$ cat config.mk
export PLATFORM = sky130hd
export DESIGN_NAME = shift_unit
export DESIGN_NICKNAME = d
export VERILOG_FILES = /design/src/rtl/shift_unit_pkg.sv /design/src/rtl/shift_serial_sel.sv /design/src/rtl/shift_mux_row.sv /design/src/rtl/shift_ovf_detect.sv /design/src/rtl/shift_unit.sv
export SDC_FILE = /design/constraint.sdc
export NUM_CORES = 1
export LEC_CHECK = 0
export ABC_AREA = 1
export CORE_AREA = 2 2 39 41
export CTS_BUF_LIST = sky130_fd_sc_hd__clkbuf_4
export DETAILED_ROUTE_END_ITERATION = 12
export DIE_AREA = 0 0 41 43
export PLACE_DENSITY = 0.71
export SYNTH_ARGS = -nofsm -noshare
export SYNTH_HDL_FRONTEND = slang
export SYNTH_SLANG_ARGS = --single-unit
$ cat constraint.sdc
create_clock -name clk -period 1.05 [get_ports clk]
set_input_delay 0.21 -clock clk [delete_from_list [all_inputs] [get_ports clk]]
set_output_delay 0.21 -clock clk [all_outputs]
set_load 0.05 [all_outputs]
$ cat src/rtl/shift_unit_pkg.sv
package shift_unit_pkg;

    typedef enum logic [2:0] {
        OP_LSL = 3'b000,
        OP_LSR = 3'b001,
        OP_ROL = 3'b010,
        OP_ROR = 3'b011,
        OP_ASL = 3'b100,
        OP_ASR = 3'b101,
        OP_RS6 = 3'b110,
        OP_RS7 = 3'b111
    } shift_op_e;

    function automatic logic op_is_valid(input logic [2:0] code);
        return code <= 3'b101;
    endfunction

    function automatic logic op_is_left(input logic [2:0] code);
        return ~code[0];
    endfunction

endpackage

$ cat src/rtl/shift_serial_sel.sv
module shift_serial_sel
    import shift_unit_pkg::*;
(
    input  logic [2:0] op,
    input  logic       top_bit,
    input  logic       bot_bit,
    output logic       fill_low,
    output logic       fill_high
);
    always_comb begin
        fill_low  = 1'b0;
        fill_high = 1'b0;
        case (shift_op_e'(op))
            OP_ROL:  fill_low  = top_bit;
            OP_ROR:  fill_high = bot_bit;
            OP_ASR:  fill_high = top_bit;
            default: begin
                fill_low  = 1'b0;
                fill_high = 1'b0;
            end
        endcase
    end
endmodule

$ cat src/rtl/shift_mux_row.sv
module shift_mux_row #(
    parameter int W = 8
) (
    input  logic [W-1:0] src,
    input  logic         go_left,
    input  logic         fill_low,
    input  logic         fill_high,
    output logic [W-1:0] dst
);
    localparam int TOP = W - 1;

    genvar i;
    generate
        for (i = 0; i < W; i++) begin : g_bit
            logic from_above;
            logic from_below;
            if (i == TOP) begin : g_top
                assign from_above = fill_high;
            end else begin : g_mid_a
                assign from_above = src[i+1];
            end
            if (i == 0) begin : g_bot
                assign from_below = fill_low;
            end else begin : g_mid_b
                assign from_below = src[i-1];
            end
            assign dst[i] = go_left ? from_below : from_above;
        end
    endgenerate
endmodule

$ cat src/rtl/shift_ovf_detect.sv
module shift_ovf_detect #(
    parameter int W = 8
) (
    input  logic [W-1:0] src,
    output logic         sign_change
);
    localparam int MSB = W - 1;
    localparam int NXT = W - 2;

    assign sign_change = src[MSB] ^ src[NXT];
endmodule

$ cat src/rtl/shift_unit.sv
module shift_unit
    import shift_unit_pkg::*;
#(
    parameter int W = 8
) (
    input  logic         clk,
    input  logic         rst_n,
    input  logic         load,
    input  logic [2:0]   op,
    input  logic [W-1:0] din,
    output logic [W-1:0] result,
    output logic         ovf
);
    localparam int MSB = W - 1;

    typedef struct packed {
        logic [W-1:0] val;
        logic         ovf;
    } state_t;

    state_t st_d, st_q;

    logic         fill_low;
    logic         fill_high;
    logic         go_left;
    logic         sign_change;
    logic [W-1:0] moved;

    assign go_left = op_is_left(op);

    shift_serial_sel u_sel (
        .op        (op),
        .top_bit   (din[MSB]),
        .bot_bit   (din[0]),
        .fill_low  (fill_low),
        .fill_high (fill_high)
    );

    shift_mux_row #(.W(W)) u_row (
        .src       (din),
        .go_left   (go_left),
        .fill_low  (fill_low),
        .fill_high (fill_high),
        .dst       (moved)
    );

    shift_ovf_detect #(.W(W)) u_ovf (
        .src         (din),
        .sign_change (sign_change)
    );

    always_comb begin
        st_d = st_q;
        if (load && op_is_valid(op)) begin
            st_d.val = moved;
            st_d.ovf = (shift_op_e'(op) == OP_ASL) ? sign_change : 1'b0;
        end
    end

    always_ff @(posedge clk or negedge rst_n) begin
        if (!rst_n) begin
            st_q <= '0;
        end else begin
            st_q <= st_d;
        end
    end

    assign result = st_q.val;
    assign ovf    = st_q.ovf;
endmodule

Word-level counts from Yosys, hierarchy flattened
Index checks and enable logic that the tools add are counted.
Word-level totals
  register bits after elaboration: 9
  input port bits: 14
  output and inout bits: 9
  logic and storage cells: 20
Cells by class
  magnitude comparators: 1
  equal/unequal tests: 4
  multiplexer cells: 11
  bitwise operators: 1
  reductions and logical operators: 1
Operator list (count)
  $mux 1: 10
  $eq 3x2->1 const B: 2
  $eq 3x3->1 const B: 2
  $le 3x3->1 const B: 1
  $pmux 1 s2: 1
  $logic_and 1x1->1: 1
  $xor 1x1->1: 1

Longest topological paths before layout
Gate-level depths: netlist of run 1.
  word-level depth: 3
  mapped depth: 6
  gate-level depth less buffers: 6

By module
A second synthesis of run 1 with hierarchy kept.
Unflattened totals
  cells, all modules: 80
  area, all modules: 563.0 µm²
By module, submodules not included
  shift_unit: instances 1, cells an instance 42, area an instance 401.6 µm², sequential area each 225.2 µm²
  shift_mux_row: instances 1, cells an instance 26, area an instance 105.1 µm², sequential area each 0.0 µm²
  shift_serial_sel: instances 1, cells an instance 7, area an instance 37.5 µm², sequential area each 0.0 µm²
  shift_ovf_detect: instances 1, cells an instance 5, area an instance 18.8 µm², sequential area each 0.0 µm²

Least setup slack after synthesis of run 1
Ideal clock, no wire load.
  path type: register to register
  start point: reg result[7] (netlist name)
  end point: reg st_q (netlist bit result[7])
  setup time: 0.113 ns
  arrival time: 0.904 ns
  data required time: 0.937 ns
  path slack: 0.034 ns
  stages on the path, launching flop included: 4
  buffers on the path: 0
  period minus slack after synthesis: 1.016 ns
  cell sequence: dfrtp_1 -> or2_0 -> nand2_1 -> inv_1
RTL lines
  end signal: assignment: RTL line shift_unit.sv:64  | st_q <= st_d;
  end: declaration: RTL line shift_unit.sv:21  | state_t st_d, st_q;

Worst setup path in the final report of run 1
  start point: reg st_q (netlist bit result[6])
  end point: out result[6]
RTL lines
  end: declaration: RTL line shift_unit.sv:11  | output logic [W-1:0] result,
No word-level cell between the ends.

==> results of run 1 <==
## final cells by class
| class | count | share of cell area |
|---|---|---|
| flip-flops and latches | 9 | 0.245 |
| inverters | 8 | 0.0354 |
| well taps | 16 | 0.0218 |
| clock buffers | 4 | 0.0327 |
| repair buffers | 30 | 0.428 |
| multi-input cells | 44 | 0.237 |
## power by group through the flow
stage          clock network [mW]  registers, mW  logic (mW)
6_report                    0.300          0.435       0.532
5_1_grt                     0.322          0.440       0.567
4_1_cts                     0.312          0.436       0.538
3_5_place_dp                    0          0.443       0.528
3_3_place_gp                    0          0.442       0.524
2_1_floorplan                   0          0.570      0.0847
## worst paths after layout
check,cells past startpoint,end,start
worst min register to register,2,result[5],result[5]
worst min-delay path,2,result[5],rst_n
min in group clk,3,result[5],op[0]
max in group asynchronous,2,result[0],rst_n
worst max register to register,3,result[7],result[7]
worst max-delay path,1,result[6],result[6]
## placed cells by master (no fill, tap or decap)
cell type,count
dfrtp_1,9
dlymetal6s2s_1,4
nand2_2,1
nor2_1,2
nand3_1,2
inv_4,1
a21oi_1,2
buf_4,7
xor2_1,1
clkbuf_4,4
nand4_1,3
or2_0,1
clkdlybuf4s50_1,9
o211ai_1,5
nand2_1,24
buf_12,10
inv_1,7
nor2_2,1
nor3_1,1
nand2_4,1
## per-layer routing
metal / global-route usage / up-vias / share of wire
li1: - / 264 / -
met1: 0.227 / 232 / 0.44
met2: 0.234 / 15 / 0.49
met3: 0.0471 / 2 / 0.066
met4: 0.0800 / 0 / 0.0069
met5: 0 / - / 0
## registers in the layout, indices dropped and copies added, names as in the netlist
register  cells
result        8
ovf           1
## logic make-up (layout without fill, tap and decap cells)
family / after synthesis / in the layout
xor+xnor: 1 / 1
buf+inv: 9 / 42
simple gates: 36 / 36
compound gates: 7 / 7
flops: 9 / 9
## through the flow
stage / TNS, ns / utilization / instances / hold WS [ns] / instance area [sq um]
floorplan: 0 / - / 62 / -0.0856 / 478
global route: -0.121 / 0.664 / 111 / 0.260 / 918
global placement: -1.93 / 0.627 / 106 / 0.513 / 868
CTS: -0.0240 / 0.655 / 111 / 0.228 / 906
finish: 0 / 0.664 / 111 / 0.231 / 918
detailed placement: -2.13 / 0.627 / 106 / 0.518 / 868
## timing repair
item                                    in CTS  in global routing
pin swaps                                    0                  1
endpoints found under the setup margin       8                 15
hold buffers                                 0                  0
gates resized for setup                      0                  5
buffers inserted                             1                  0
==> run metrics, run 1 <==
outcome finished, final reports clean; Setup CP Type flip-flop to output port; routed via count 513; residual DRC count 0; Routed WL 1160 um; Post-Syn Area 478 sq um; crit-path max FO 2; mux cell area share after synthesis 0; Register Area 225 sq um; area of the multi-input gates 218 sq um; Post-synth top cells 24 x nand2_1, 9 x dfrtp_1, 7 x inv_1; core area 0.00138 sq mm; f_max 0.960 GHz; Worst EP arrival 0.83 ns; Initial Utilization 0.345; register bit total from synthesis 9; WL per Instance 10.4 um; Pins Over Slew Limit 0; area leader, netlist dfrtp_1; synth-to-layout area growth 92.1%; switch share 0.343; Slew @ Worst Pin 0.166 ns; Top delay family on crit path flip-flops; Compound-Gate Fraction of Synth Area 0.0995; Final Hold Viols 0; critical path endpoint category output port; leading register cell type out of synthesis dfrtp_1; drt pass-1 iters 1; Post-Synth Simple-Gate Area 0.332; Logic pwr share 0.420; most frequent cell after synthesis nand2_1; vias in the first global route 472; Cell Int Power 832 uW; Tcrit/Tclk final 0.992; Top-Level Pins 23; Layout Nets 110; worst reg-to-reg setup slack 0.22 ns; Setup violations, final 0; Die X 41 um; Post-Synth XOR/XNOR Area 0.0183; Port Buffers 22; Slew HR 0.889; synthesized area per cell 7.71 sq um; Clock transition at path regs 0.06 ns; Critical Path RT 0.84 ns; Post-Syn Nets 76; Power, Total 1.27 mW; via-per-instance ratio 4.62; clock share of power 0.237; antenna viol nets, final 0; first-pass GRT wire length 1950 um; leakage power 0.490 nW; largest net degree at the start of global routing 10; RD Place Congestion 0.895; CTS tree done; Die Height 43 um; CP max stage cell dfrtp_1; total CTS buffers 3; RSZ-0062 raised after global routing yes; Die ar. 0.00176 sq mm; H-tree levels 1; filler instances 118; Final HPWL DP 944 um; Cells after Synth 62; Adder-Cell Fraction of Synth Area 0; Ys Warns 0; total track usage 0.167; max_cap viols 0; EDFF count, synth 0; Reg power frac 0.343; CP startpoint kind flip-flop; Seq/Total Area, Yosys 0.471; pwr dens 1380 mW/mm^2; Longest Clk Path Bufs 2; Worst-Skew Late Latency 0.26 ns; pre-CTS WS -0.280 ns; row count 14; share of layout cells above drive strength 1 0.263; area share of the largest cell type after synthesis 0.471; gr ovfl total 0; Worst Skew 0 ns; clock root buffer clkbuf_4; Sw Pwr 435 uW; final setup margin 0.00815 ns; initial drt markers 0; Critical Path Max Stage Delay 0.41 ns; Synth cell types 15; top cells by area, synth dfrtp_1 47%, nand2_1 19%, o211ai_1 7.9%; CTS sink cnt 9; largest family of logic cells by synthesized area simple AND/OR/NAND/NOR gates; type of the most critical hold path primary input to asynchronous set/reset pin; Diodes inserted 0; Buf/Inv on CP 1; Post-synth ARST share 1.00; crit-path cells buf_12; worst vdd ir 768 uV; initial antenna violation count 0; post-route minimum period 1.04 ns
No activity file was read; power rests on OpenSTA's default activity.
==> run 2, diff against run 1 <==
Settings changed: SKIP_CTS_REPAIR_TIMING from default to 1.
==> run metrics, run 2 (same netlist as run 1, synthesis figures left out) <==
outcome finished, final reports clean (unchanged); core area 0.00138 sq mm (unchanged); Final Hold Viols 0 (unchanged); Critical Path Sink result[3] (was result[6]); via-per-instance ratio 4.65 (was 4.62); WL per Instance 10.6 um (was 10.4 um); Pins Over Slew Limit 0 (unchanged); synth-to-layout area growth 92.1% (unchanged); RSZ-0062 raised after global routing yes (unchanged); most common cell after layout, fill and taps aside nand2_1 (unchanged); largest net degree at the start of global routing 10 (unchanged); CTS sink cnt 9 (unchanged); antenna viol nets, final 0 (unchanged); Slew @ Worst Pin 0.166 ns (about the same); cell count along the critical path 1 (unchanged); Die X 41 um (unchanged); Setup violations, final 0 (unchanged); RD Place Congestion 0.895 (unchanged); share of layout cells above drive strength 1 0.263 (unchanged); Critical Path RT 0.84 ns (about the same); commonest cells after routing, fill and taps aside 24 x nand2_1, 10 x buf_12, 9 x clkdlybuf4s50_1, 9 x dfrtp_1 (unchanged); Buf/Inv on CP 1 (unchanged); CP startpoint kind flip-flop (unchanged); post-route minimum period 1.05 ns (was 1.04 ns); worst r2r path cells 3 (unchanged); Worst Skew 0 ns (unchanged); Die ar. 0.00176 sq mm (unchanged); Worst-Skew Late Latency 0.26 ns (about the same); placed cell count 106 (unchanged); crit-path cells buf_12 (unchanged); vias in the first global route 470 (was 472); initial drt markers 0 (unchanged); worst reg-to-reg setup slack 0.22 ns (about the same); H-tree levels 1 (unchanged); total track usage 0.167 (unchanged); Setup CP Type flip-flop to output port (unchanged); Worst EP arrival 0.84 ns (was 0.83 ns); Critical Path Max Stage Delay 0.41 ns (about the same); Setup crit start result[3] (was result[6]); Top delay family on crit path flip-flops (unchanged); leakage power 0.490 nW (unchanged); Layout Nets 110 (unchanged); first-pass GRT wire length 1950 um (unchanged); filler instances 119 (was 118); area of the multi-input gates 218 sq um (unchanged); Slew HR 0.889 (about the same); Top-Level Pins 23 (unchanged); clock root buffer clkbuf_4 (unchanged); final setup margin 0.00287 ns (was 0.00815 ns); Clock transition at path regs 0.06 ns (about the same); critical path endpoint category output port (unchanged); residual DRC count 0 (unchanged); Placed Area 868 sq um (unchanged); worst vdd ir 773 uV (was 768 uV); Largest register FFs 8 (unchanged); total CTS buffers 3 (unchanged); Final HPWL DP 944 um (unchanged); reg2reg start result[7] (unchanged); f_max 0.955 GHz (was 0.960 GHz); CTS tree done (unchanged); Die Height 43 um (unchanged); routed via count 516 (was 513); Finished Layout Cells 111 (unchanged); Port Buffers 22 (unchanged); Register Area 225 sq um (unchanged); type of the most critical hold path primary input to asynchronous set/reset pin (unchanged); Tcrit/Tclk final 0.997 (was 0.992); pre-CTS WS -0.280 ns (unchanged); gr ovfl total 0 (unchanged); crit-path max FO 2 (unchanged); drt pass-1 iters 1 (unchanged); Diodes inserted 0 (unchanged); Routed WL 1180 um (was 1160 um); Initial Utilization 0.345 (unchanged); Longest Clk Path Bufs 2 (unchanged); CP max stage cell dfrtp_1 (unchanged); initial antenna violation count 0 (unchanged); pwr dens 1380 mW/mm^2 (about the same); max_cap viols 0 (unchanged); fin area 918 sq um (unchanged); worst r2r dst result[7] (unchanged); row count 14 (unchanged); final setup TNS 0 ns (unchanged)
==> run 2: power by group <==
part	internal (mW)	total [mW]	leakage, nW	switching [mW]
sequential	0.390	0.436	0.110	0.0459
clock	0.173	0.302	0.0184	0.130
combinational	0.270	0.533	0.361	0.263
total	0.832	1.27	0.490	0.438
==> run 2: worst min-delay path by stage <==
stage	depth (start not counted)	slack [ns]	to	from
4_1_cts	2	0.23	result[5]	rst_n
5_1_grt	2	0.26	result[5]	rst_n
6_report	2	0.23	result[5]	rst_n
3_3_place_gp	2	0.51	result[5]	rst_n
3_5_place_dp	2	0.52	result[5]	rst_n
2_1_floorplan	0	-0.09	ovf	rst_n
==> run 2: cell type report <==
class	instances	area share
Timing Repair Buffer	30	0.428
Clock buffer	4	0.0327
Inverter	8	0.0354
Sequential cell	9	0.245
Multi-Input combinational cell	44	0.237
Tap cell	16	0.0218
==> run 2: layer usage <==
metal	routed length, um	track usage	vias up
li1	-	-	264
met1	523	0.227	235
met2	567	0.234	15
met3	76	0.0471	2
met4	8	0.0800	0
met5	0	0	-
==> run 2: per-stage QoR <==
step / util / hold WS, ns / total power [mW]
CTS: 0.649 / 0.228 / 1.28
detailed placement: 0.627 / 0.518 / 0.971
global route: 0.664 / 0.261 / 1.33
global placement: 0.627 / 0.513 / 0.967
floorplan: - / -0.0856 / 0.655
finish: 0.664 / 0.231 / 1.27
==> run 3, diff against run 2 <==
--- a/config.mk
+++ b/config.mk
@@ -12,4 +12,5 @@
 export DIE_AREA = 0 0 41 43
 export PLACE_DENSITY = 0.71
+export RECOVER_POWER = 50
 export SKIP_CTS_REPAIR_TIMING = 1
 export SYNTH_ARGS = -nofsm -noshare
==> constraint.sdc (replaced) <==
create_clock -name clk -period 1.05 [get_ports clk]
set_input_delay 0.21 -clock clk [delete_from_list [all_inputs] [get_ports clk]]
set_output_delay 0.21 -clock clk [all_outputs]
set_load 0.01 [all_outputs]
==> run metrics, run 3 (same netlist as run 1, synthesis figures left out) <==
crit-path max FO 2 (unchanged); leakage power 0.535 nW (was 0.490 nW); M2 GR Usage 0.294 (was 0.234); initial drt markers 6 (was 0); Final Util 0.617 (was 0.664); hold slack 0.313 ns (was 0.231 ns); worst vdd ir 629 uV (was 773 uV); H-tree levels 1 (unchanged); type of the most critical hold path primary input to asynchronous set/reset pin (unchanged); filler instances 142 (was 119); largest net degree at the start of global routing 10 (unchanged); most common cell after layout, fill and taps aside nand2_1 (unchanged); Power, Total 1.03 mW (was 1.27 mW); Worst-Skew Late Latency 0.26 ns (about the same); first-pass GRT wire length 2100 um (was 1950 um); commonest cells after routing, fill and taps aside 24 x nand2_1, 11 x dlymetal6s2s_1, 11 x buf_4, 9 x clkdlybuf4s50_1, 9 x dfrtp_1 (was 24 x nand2_1, 10 x buf_12, 9 x clkdlybuf4s50_1, 9 x dfrtp_1); Final Hold Viols 0 (unchanged); crit-path cells dlymetal6s2s_1 (was buf_12); WL per Instance 11.8 um (was 10.6 um); residual DRC count 0 (unchanged); antenna viol nets, final 0 (unchanged); GRT busiest layer met2 (unchanged); Slew HR 0.713 (was 0.889); Critical Path RT 0.84 ns (about the same); CTS tree done (unchanged); CP startpoint kind flip-flop (unchanged); critical path endpoint category output port (unchanged); RD Place Congestion 0.857 (was 0.895); Slew @ Worst Pin 0.429 ns (was 0.166 ns); row count 14 (unchanged); Initial Utilization 0.345 (unchanged); f_max 0.980 GHz (was 0.955 GHz); Final HPWL DP 1010 um (was 944 um); synth-to-layout area growth 78.5% (was 92.1%); gr ovfl total 0 (unchanged); Setup CP Type flip-flop to output port (unchanged); Clock transition at path regs 0.07 ns (was 0.06 ns); pwr dens 1210 mW/mm^2 (was 1380 mW/mm^2); initial antenna violation count 0 (unchanged); vias in the first global route 525 (was 470); Layout Nets 113 (was 110); Port Buffers 22 (unchanged); Diodes inserted 0 (unchanged); Pins Over Slew Limit 0 (unchanged); Die ar. 0.00176 sq mm (unchanged); max_cap viols 0 (unchanged); Setup violations, final 0 (unchanged); total track usage 0.177 (was 0.167); outcome finished, final reports clean (unchanged); Largest register FFs 8 (unchanged); core area 0.00138 sq mm (unchanged); via-per-instance ratio 4.80 (was 4.65); met1 usage 0.205 (was 0.227); routed via count 547 (was 516); Worst Skew 0 ns (unchanged); Routed WL 1340 um (was 1180 um); Longest Clk Path Bufs 2 (unchanged); Top-Level Pins 23 (unchanged); total CTS buffers 3 (unchanged); Die Height 43 um (unchanged); Critical Path Max Stage Delay 0.38 ns (was 0.41 ns); drt pass-1 iters 4 (was 1); CTS sink cnt 9 (unchanged); Worst EP arrival 0.81 ns (was 0.84 ns); share of layout cells above drive strength 1 0.204 (was 0.263); met3 Use GR 0.0366 (was 0.0471); Buf/Inv on CP 1 (unchanged); post-route minimum period 1.02 ns (was 1.05 ns); Top delay family on crit path flip-flops (unchanged); RSZ-0062 raised after global routing no (was yes); Tcrit/Tclk final 0.972 (was 0.997); clock root buffer clkbuf_4 (unchanged); CP max stage cell dfrtp_1 (unchanged); Die X 41 um (unchanged)
run 3: cell count changes in the layout (fill, tap and decap cells not counted), sizes merged:
cell,change
buf,-6
clkbuf,+1
dlygate4sd3,+1
dlymetal6s2s,+7
run 3: worst paths after layout:
path,slack [ns],cells past startpoint,to,from
min,0.31,1,result[4],rst_n
max reg2reg,0.26,3,result[7],result[7]
max,0.03,1,result[1],result[1]
min reg2reg,0.49,2,ovf,ovf
max in group asynchronous,0.44,1,ovf,rst_n
min in group clk,0.33,3,result[5],op[0]
run 3: report_power, final:
group | internal [mW] | total [mW] | leakage, nW | switching [mW]
registers | 0.389 | 0.407 | 0.110 | 0.0183
clock network | 0.173 | 0.309 | 0.0184 | 0.136
logic | 0.179 | 0.314 | 0.407 | 0.135
total | 0.741 | 1.03 | 0.535 | 0.289
run 3: through the flow:
stage | TNS, ns | worst slack [ns] | cells | instance area, sq um
finish | 0 | 0.0294 | 114 | 853
global route | 0 | 0.00518 | 114 | 853
CTS | -2.83 | -0.316 | 114 | 826
detailed placement | -2.16 | -0.300 | 110 | 796
global placement | -1.95 | -0.248 | 110 | 796
floorplan | 0 | 0.246 | 62 | 478
run 3: layout make-up:
cell class / count / area [sq um] / area share
well taps: 16 / 20.0 / 0.0235
flip-flops and latches: 9 / 225 / 0.264
clock buffers: 4 / 30.0 / 0.0352
inverters: 8 / 32.5 / 0.0381
multi-input cells: 44 / 220 / 0.258
repair buffers: 33 / 325 / 0.381
run 3: metal layers:
layer  vias to the layer above  wire length, um
met5                         -                0
met4                         0               36
met3                         4               75
met2                        17              661
met1                       254              568
li1                        272                -
run 3: worst reg2reg max path, delay by kind of cell, from the launching register on:
kind                   cells  cell delay (ns)
buffers and inverters      1             0.04
DFF                        1             0.37
and+or+nand+nor            2             0.28
